### src/rtl/serirq_pkg.sv
package serirq_pkg;
  typedef enum logic [2:0] {
    FR_IDLE, FR_KICK, FR_START, FR_SLOT, FR_STOP
  } frame_st_e;

  typedef enum logic [1:0] {
    PH_SAMPLE, PH_RECOVER, PH_TURN
  } slot_ph_e;
endpackage

### src/rtl/serirq_frame_trk.sv
module serirq_frame_trk
  import serirq_pkg::*;
#(
  parameter int NUM_SLOTS = 16,
  parameter int SLOT_W    = $clog2(NUM_SLOTS),
  parameter int STOP_W    = 3
) (
  input  logic              clk,
  input  logic              rst_n,
  input  logic              tick,
  input  logic              line_i,
  input  logic              kick_req,
  output frame_st_e         st,
  output logic [SLOT_W-1:0] slot_idx,
  output slot_ph_e          phase,
  output logic              quiet
);
  localparam logic [SLOT_W-1:0] LAST_SLOT = SLOT_W'(NUM_SLOTS - 1);
  localparam logic [STOP_W-1:0] QUIET_W   = STOP_W'(2);

  logic [STOP_W-1:0] low_cnt;

  always_ff @(posedge clk or negedge rst_n) begin
    if (!rst_n) begin
      st       <= FR_IDLE;
      slot_idx <= '0;
      phase    <= PH_SAMPLE;
      low_cnt  <= '0;
      quiet    <= 1'b0;
    end else if (tick) begin
      case (st)
        FR_IDLE: begin
          if (!line_i)                st <= FR_START;
          else if (kick_req && quiet) st <= FR_KICK;
        end
        FR_KICK:  st <= FR_START;
        FR_START: begin
          if (line_i) begin
            st       <= FR_SLOT;
            slot_idx <= '0;
            phase    <= PH_SAMPLE;
          end
        end
        FR_SLOT: begin
          case (phase)
            PH_SAMPLE:  phase <= PH_RECOVER;
            PH_RECOVER: phase <= PH_TURN;
            default: begin
              phase <= PH_SAMPLE;
              if (slot_idx == LAST_SLOT) begin
                st      <= FR_STOP;
                low_cnt <= '0;
              end else begin
                slot_idx <= slot_idx + 1'b1;
              end
            end
          endcase
        end
        FR_STOP: begin
          if (!line_i) begin
            if (low_cnt != '1) low_cnt <= low_cnt + 1'b1;
          end else begin
            if (low_cnt == QUIET_W)     quiet <= 1'b1;
            else if (low_cnt > QUIET_W) quiet <= 1'b0;
            st <= FR_IDLE;
          end
        end
        default: st <= FR_IDLE;
      endcase
    end
  end
endmodule

### src/rtl/serirq_slot_drv.sv
module serirq_slot_drv
  import serirq_pkg::*;
#(
  parameter int SLOT_W = 4
) (
  input  logic              clk,
  input  logic              rst_n,
  input  logic              tick,
  input  frame_st_e         st,
  input  logic [SLOT_W-1:0] slot_idx,
  input  slot_ph_e          phase,
  input  logic [SLOT_W-1:0] slot_sel,
  input  logic              irq_req,
  output logic              drv_oe,
  output logic              drv_o,
  output logic              unreported
);
  logic hit;
  logic sent;
  logic mine;

  assign mine       = (st == FR_SLOT) && (slot_idx == slot_sel) && hit;
  assign unreported = irq_req && !sent;

  always_ff @(posedge clk or negedge rst_n) begin
    if (!rst_n) begin
      hit  <= 1'b0;
      sent <= 1'b0;
    end else begin
      if (tick && st == FR_START) hit <= irq_req;
      if (!irq_req)                                    sent <= 1'b0;
      else if (tick && mine && phase == PH_SAMPLE)     sent <= 1'b1;
    end
  end

  always_comb begin
    drv_oe = 1'b0;
    drv_o  = 1'b1;
    if (st == FR_KICK) begin
      drv_oe = 1'b1;
      drv_o  = 1'b0;
    end else if (mine && phase == PH_SAMPLE) begin
      drv_oe = 1'b1;
      drv_o  = 1'b0;
    end else if (mine && phase == PH_RECOVER) begin
      drv_oe = 1'b1;
      drv_o  = 1'b1;
    end
  end
endmodule

### src/rtl/serirq_clkrun_req.sv
module serirq_clkrun_req #(
  parameter int RESTART_EDGES = 2,
  parameter int CNT_W         = $clog2(RESTART_EDGES + 1)
) (
  input  logic clk,
  input  logic rst_n,
  input  logic tick,
  input  logic need,
  input  logic clkrun_i,
  output logic pull_low
);
  localparam logic [CNT_W-1:0] LAST_EDGE = CNT_W'(RESTART_EDGES - 1);

  logic [CNT_W-1:0] edge_cnt;

  always_ff @(posedge clk or negedge rst_n) begin
    if (!rst_n) begin
      pull_low <= 1'b0;
      edge_cnt <= '0;
    end else if (!pull_low) begin
      if (need && clkrun_i) begin
        pull_low <= 1'b1;
        edge_cnt <= '0;
      end
    end else if (!need) begin
      pull_low <= 1'b0;
    end else if (tick) begin
      if (edge_cnt == LAST_EDGE) pull_low <= 1'b0;
      else                       edge_cnt <= edge_cnt + 1'b1;
    end
  end
endmodule

### src/rtl/serirq_slave.sv
module serirq_slave
  import serirq_pkg::*;
#(
  parameter  int NUM_SLOTS     = 16,
  parameter  int RESTART_EDGES = 2,
  localparam int SLOT_W        = $clog2(NUM_SLOTS)
) (
  input  logic              clk,
  input  logic              rst_n,
  input  logic              lclk_en,
  input  logic              irq_req,
  input  logic [SLOT_W-1:0] slot_sel,
  input  logic              serirq_i,
  output logic              serirq_oe,
  output logic              serirq_o,
  input  logic              clkrun_i,
  output logic              clkrun_oe,
  output logic              quiet_mode
);
  frame_st_e         fr_st;
  slot_ph_e          fr_phase;
  logic [SLOT_W-1:0] fr_slot;
  logic              unreported;
  logic              fr_kick;
  logic              fr_in_slots;

  assign fr_kick     = (fr_st == FR_KICK);
  assign fr_in_slots = (fr_st == FR_SLOT);

  serirq_frame_trk #(.NUM_SLOTS(NUM_SLOTS), .SLOT_W(SLOT_W)) u_trk (
    .clk      (clk),
    .rst_n    (rst_n),
    .tick     (lclk_en),
    .line_i   (serirq_i),
    .kick_req (unreported),
    .st       (fr_st),
    .slot_idx (fr_slot),
    .phase    (fr_phase),
    .quiet    (quiet_mode)
  );

  serirq_slot_drv #(.SLOT_W(SLOT_W)) u_drv (
    .clk        (clk),
    .rst_n      (rst_n),
    .tick       (lclk_en),
    .st         (fr_st),
    .slot_idx   (fr_slot),
    .phase      (fr_phase),
    .slot_sel   (slot_sel),
    .irq_req    (irq_req),
    .drv_oe     (serirq_oe),
    .drv_o      (serirq_o),
    .unreported (unreported)
  );

  serirq_clkrun_req #(.RESTART_EDGES(RESTART_EDGES)) u_ckr (
    .clk      (clk),
    .rst_n    (rst_n),
    .tick     (lclk_en),
    .need     (quiet_mode && unreported),
    .clkrun_i (clkrun_i),
    .pull_low (clkrun_oe)
  );
endmodule

### config.mk
export PLATFORM = sky130hd
export DESIGN_NAME = serirq_slave
export DESIGN_NICKNAME = d
export VERILOG_FILES = /design/src/rtl/serirq_pkg.sv /design/src/rtl/serirq_frame_trk.sv /design/src/rtl/serirq_slot_drv.sv /design/src/rtl/serirq_clkrun_req.sv /design/src/rtl/serirq_slave.sv
export SDC_FILE = /design/constraint.sdc
export NUM_CORES = 1
export LEC_CHECK = 0
export BUFFER_PORTS_ARGS = -buffer_cell sky130_fd_sc_hd__buf_2
export CELL_PAD_IN_SITES_DETAIL_PLACEMENT = 1
export CELL_PAD_IN_SITES_GLOBAL_PLACEMENT = 1
export CORE_UTILIZATION = 47
export CTS_CLUSTER_DIAMETER = 50
export CTS_CLUSTER_SIZE = 28
export DETAILED_ROUTE_END_ITERATION = 8
export GPL_ROUTABILITY_DRIVEN = 1
export PLACE_DENSITY = 0.89
export SLEW_MARGIN = 20
export SYNTH_ARGS = -nofsm -noshare
export SYNTH_HDL_FRONTEND = slang
export SYNTH_HIERARCHICAL = 1
export SYNTH_SLANG_ARGS = --single-unit
### constraint.sdc
create_clock -name clk -period 5.02 [get_ports clk]
set_input_delay 0.753 -clock clk [delete_from_list [all_inputs] [get_ports clk]]
set_output_delay 0.753 -clock clk [all_outputs]
set_load 0.02 [all_outputs]
==> flow_metrics.env <==
export IMPL_timing_final_hold_violations=0
export IMPL_ys_seq_elements=18
export IMPL_die_h_um=51.4
export IMPL_io_buffers=13
export IMPL_seq_area_frac_synth_pct=39.3
export IMPL_outcome="finished, final reports clean"
export IMPL_layout_nets=143
export IMPL_power_switching_share_pct=39.2
export IMPL_synth_edf_count=0
export IMPL_synth_cells=114
export IMPL_grt_ovfl_total=0
export IMPL_power_density_nw_per_um2=375
export IMPL_leakage_uw=0.000556
export IMPL_die_area_um2=2640
export IMPL_ioPinCount=14
export IMPL_numCtsBuffers=3
export IMPL_final_max_slew_violation_count=0
export IMPL_worstMarginPinSlew_ns=0.633
export IMPL_cp_end_kind="primary output"
export IMPL_drt_initial_drc_count=13
export IMPL_cts_sinks=18
export IMPL_synth_avg_cell_area_um2=10.1
export IMPL_ys_dominant_reg_cell="dfrtp_1"
export IMPL_gp_congestion=0.811
export IMPL_synth_area_leaders="dfrtp_1 39%, ha_1 5.5%, o21ai_0 3.5%"
export IMPL_critPathRequiredTime_ns=4.27
export IMPL_cap_violations=0
export IMPL_track_usage_pct=22.8
export IMPL_power_frac_clock_pct=19.9
export IMPL_yosysWarnings=6
export IMPL_cts_setup_buffers=0
export IMPL_netlist_area_um2=1150
export IMPL_synth_distinct_cells=48
export IMPL_synth_top_area_share_pct=39.3
export IMPL_cp_data_arrival_time_ns=1.75
export IMPL_setup_violations=0
export IMPL_area_growth_pct=9.92
export IMPL_clk_latency_ns=0.30
export IMPL_dp_hpwl_um=1840
export IMPL_cts_htree_levels=1
export IMPL_drt_vias_per_instance=5.88
export IMPL_internal_power_uw=287
export IMPL_cts_hold_buf=0
export IMPL_setup_tns_ns=0
export IMPL_hp_class="input port to async pin"
export IMPL_ir_drop_uv=192
export IMPL_ant_nets=0
export IMPL_grt_pass1_vias=927
export IMPL_seq_area_um2=450
export IMPL_worst_clock_skew_ns=0.00245
export IMPL_multi_input_area_um2=656
export IMPL_core_area_um2=2250
export IMPL_path_class="flop to primary output"
export IMPL_rsz0062_at_grt="false"
export IMPL_rows=17
export IMPL_fillCellCount=266
export IMPL_n_antenna_cell=0
export IMPL_clk_pin_slew_ns=0.12
export IMPL_wl_um=2680
export IMPL_grt_pass1_wl_um=4430
export IMPL_num_vias=912
export IMPL_synthTopCellsByCount="18 x dfrtp_1, 9 x nand2_1, 8 x o21ai_0"
export IMPL_async_reset_ff_share_pct=100
export IMPL_cts_repair_resized=0
export IMPL_fmax_ghz=0.399
export IMPL_p_switching_uw=186
export IMPL_drc=0
export IMPL_dr_pass1_iters=4
export IMPL_chipWidth_um=51.4
export IMPL_grt_max_degree=19
export IMPL_yosys_area_top_type="dfrtp_1"
export IMPL_crit_fanout=13
export IMPL_fin_total_pwr_uw=473
export IMPL_pwr_share_comb_pct=32.4
export IMPL_cts_root_buf="clkbuf_4"
export IMPL_wire_per_inst_um=17.3
export IMPL_cp_start_kind="flop"
export IMPL_synth_most_common_cell="dfrtp_1"
export IMPL_fin_crit_ns=2.50
export IMPL_power_frac_seq_pct=47.7
export IMPL_drive_above_1_share_pct=22.8
export IMPL_cts_tree="built"
export IMPL_clockBufferDepth=2
export IMPL_slew_headroom_pct=57.6
export IMPL_initial_core_util_pct=50.9
export IMPL_synth_nets=129
export IMPL_post_route_period_util_pct=49.9
export IMPL_grt_antenna_before_repair=0
## sequential cells by signal, summed over array words and instances (netlist names)
signal,flops
u_drv/hit,1
u_trk/st,3
u_ckr/pull_low,1
u_trk/quiet,1
u_trk/phase,2
u_trk/low_cnt,3
u_drv/sent,1
u_trk/slot_idx,4
u_ckr/edge_cnt,2
## cells in the final DEF (no fill, tap or decap), drive strengths merged, types with 3 or more instances in the layout
cell / synthesis / layout
dfrtp: 18 / 18
inv: 5 / 5
nor2b: 4 / 4
mux2i: 3 / 3
nand3b: 3 / 3
clkbuf: 0 / 4
nand3: 3 / 3
a21oi: 3 / 3
nor2: 6 / 6
xnor2: 4 / 4
ha: 5 / 5
o21ai: 10 / 10
nor3b: 3 / 3
mux2: 3 / 3
buf: 4 / 13
a22o: 3 / 3
nand2: 10 / 10
## critical path, stage by stage, from the launching register on
cell and delay [ns]:
dfrtp_1 0.61, and4bb_1 0.27, nand4_2 0.13, o31a_1 0.28
buf_2 0.16
## metrics by stage
stage	hold slack [ns]	cells	util [%]	cell area, um^2	setup slack (ns)
6_report	0.373	155	55.9	1260	2.52
2_1_floorplan	0.457	114	-	1150	2.70
3_5_place_dp	0.492	151	54.3	1220	2.65
3_3_place_gp	0.485	151	54.3	1220	2.67
5_1_grt	0.386	155	55.9	1260	2.43
4_1_cts	0.380	155	55.9	1260	2.51
## path summary, 6_finish.rpt
kind	slack, ns	from	depth (start not counted)	to
min in group clk	0.52	u_drv/sent$_DFFE_PN0P_	2	u_drv/sent$_DFFE_PN0P_
worst max register to register	3.16	u_trk/st[0]$_DFFE_PN0P_	4	u_trk/st[1]$_DFFE_PN0P_
max in group asynchronous	4.35	rst_n	1	u_trk/quiet$_DFFE_PN0P_
worst max-delay path	2.52	u_trk/st[1]$_DFFE_PN0P_	4	serirq_o
worst min register to register	0.52	u_drv/sent$_DFFE_PN0P_	2	u_drv/sent$_DFFE_PN0P_
worst min-delay path	0.37	rst_n	1	u_trk/phase[0]$_DFFE_PN0P_
## power by group through the flow
stage / Sequential, uW / Combinational [uW] / Clock (uW)
floorplan: 193 / 149 / 0
global route: 232 / 169 / 101
global placement: 224 / 141 / 0
CTS: 226 / 154 / 96.1
detailed placement: 228 / 150 / 0
finish: 226 / 153 / 93.9
## area by class of cell
cell class                 count  share of cell area (%)
sequential                    18                    35.7
tap                           28                    2.78
multi-input combinational     87                    52.0
clock buffer                   4                    2.88
inverter                       5                    1.49
timing repair buffer          13                    5.16
## cells by family after synthesis
| logic type | after synthesis | share of synthesized area (%) |
|---|---|---|
| AOI/OAI and AO/OA | 33 | 21.4 |
| xor gates and xnor gates | 4 | 3.05 |
| adders and majority gates | 5 | 5.45 |
| buffers and inverters | 9 | 3.60 |
| DFF | 18 | 39.3 |
| muxes | 6 | 5.56 |
| and+or+nand+nor | 39 | 21.7 |
## per-layer routing
layer | GRT usage, % | share of wire [%] | wire [um] | up-vias
met5 | 0 | 0 | 0 | -
met4 | 8.11 | 0.93 | 25 | 0
met3 | 2.68 | 2.6 | 70 | 4
met2 | 36.8 | 48 | 1300 | 14
met1 | 31.0 | 48 | 1280 | 446
li1 | - | - | - | 448
Power figures use the tool's default switching activity.
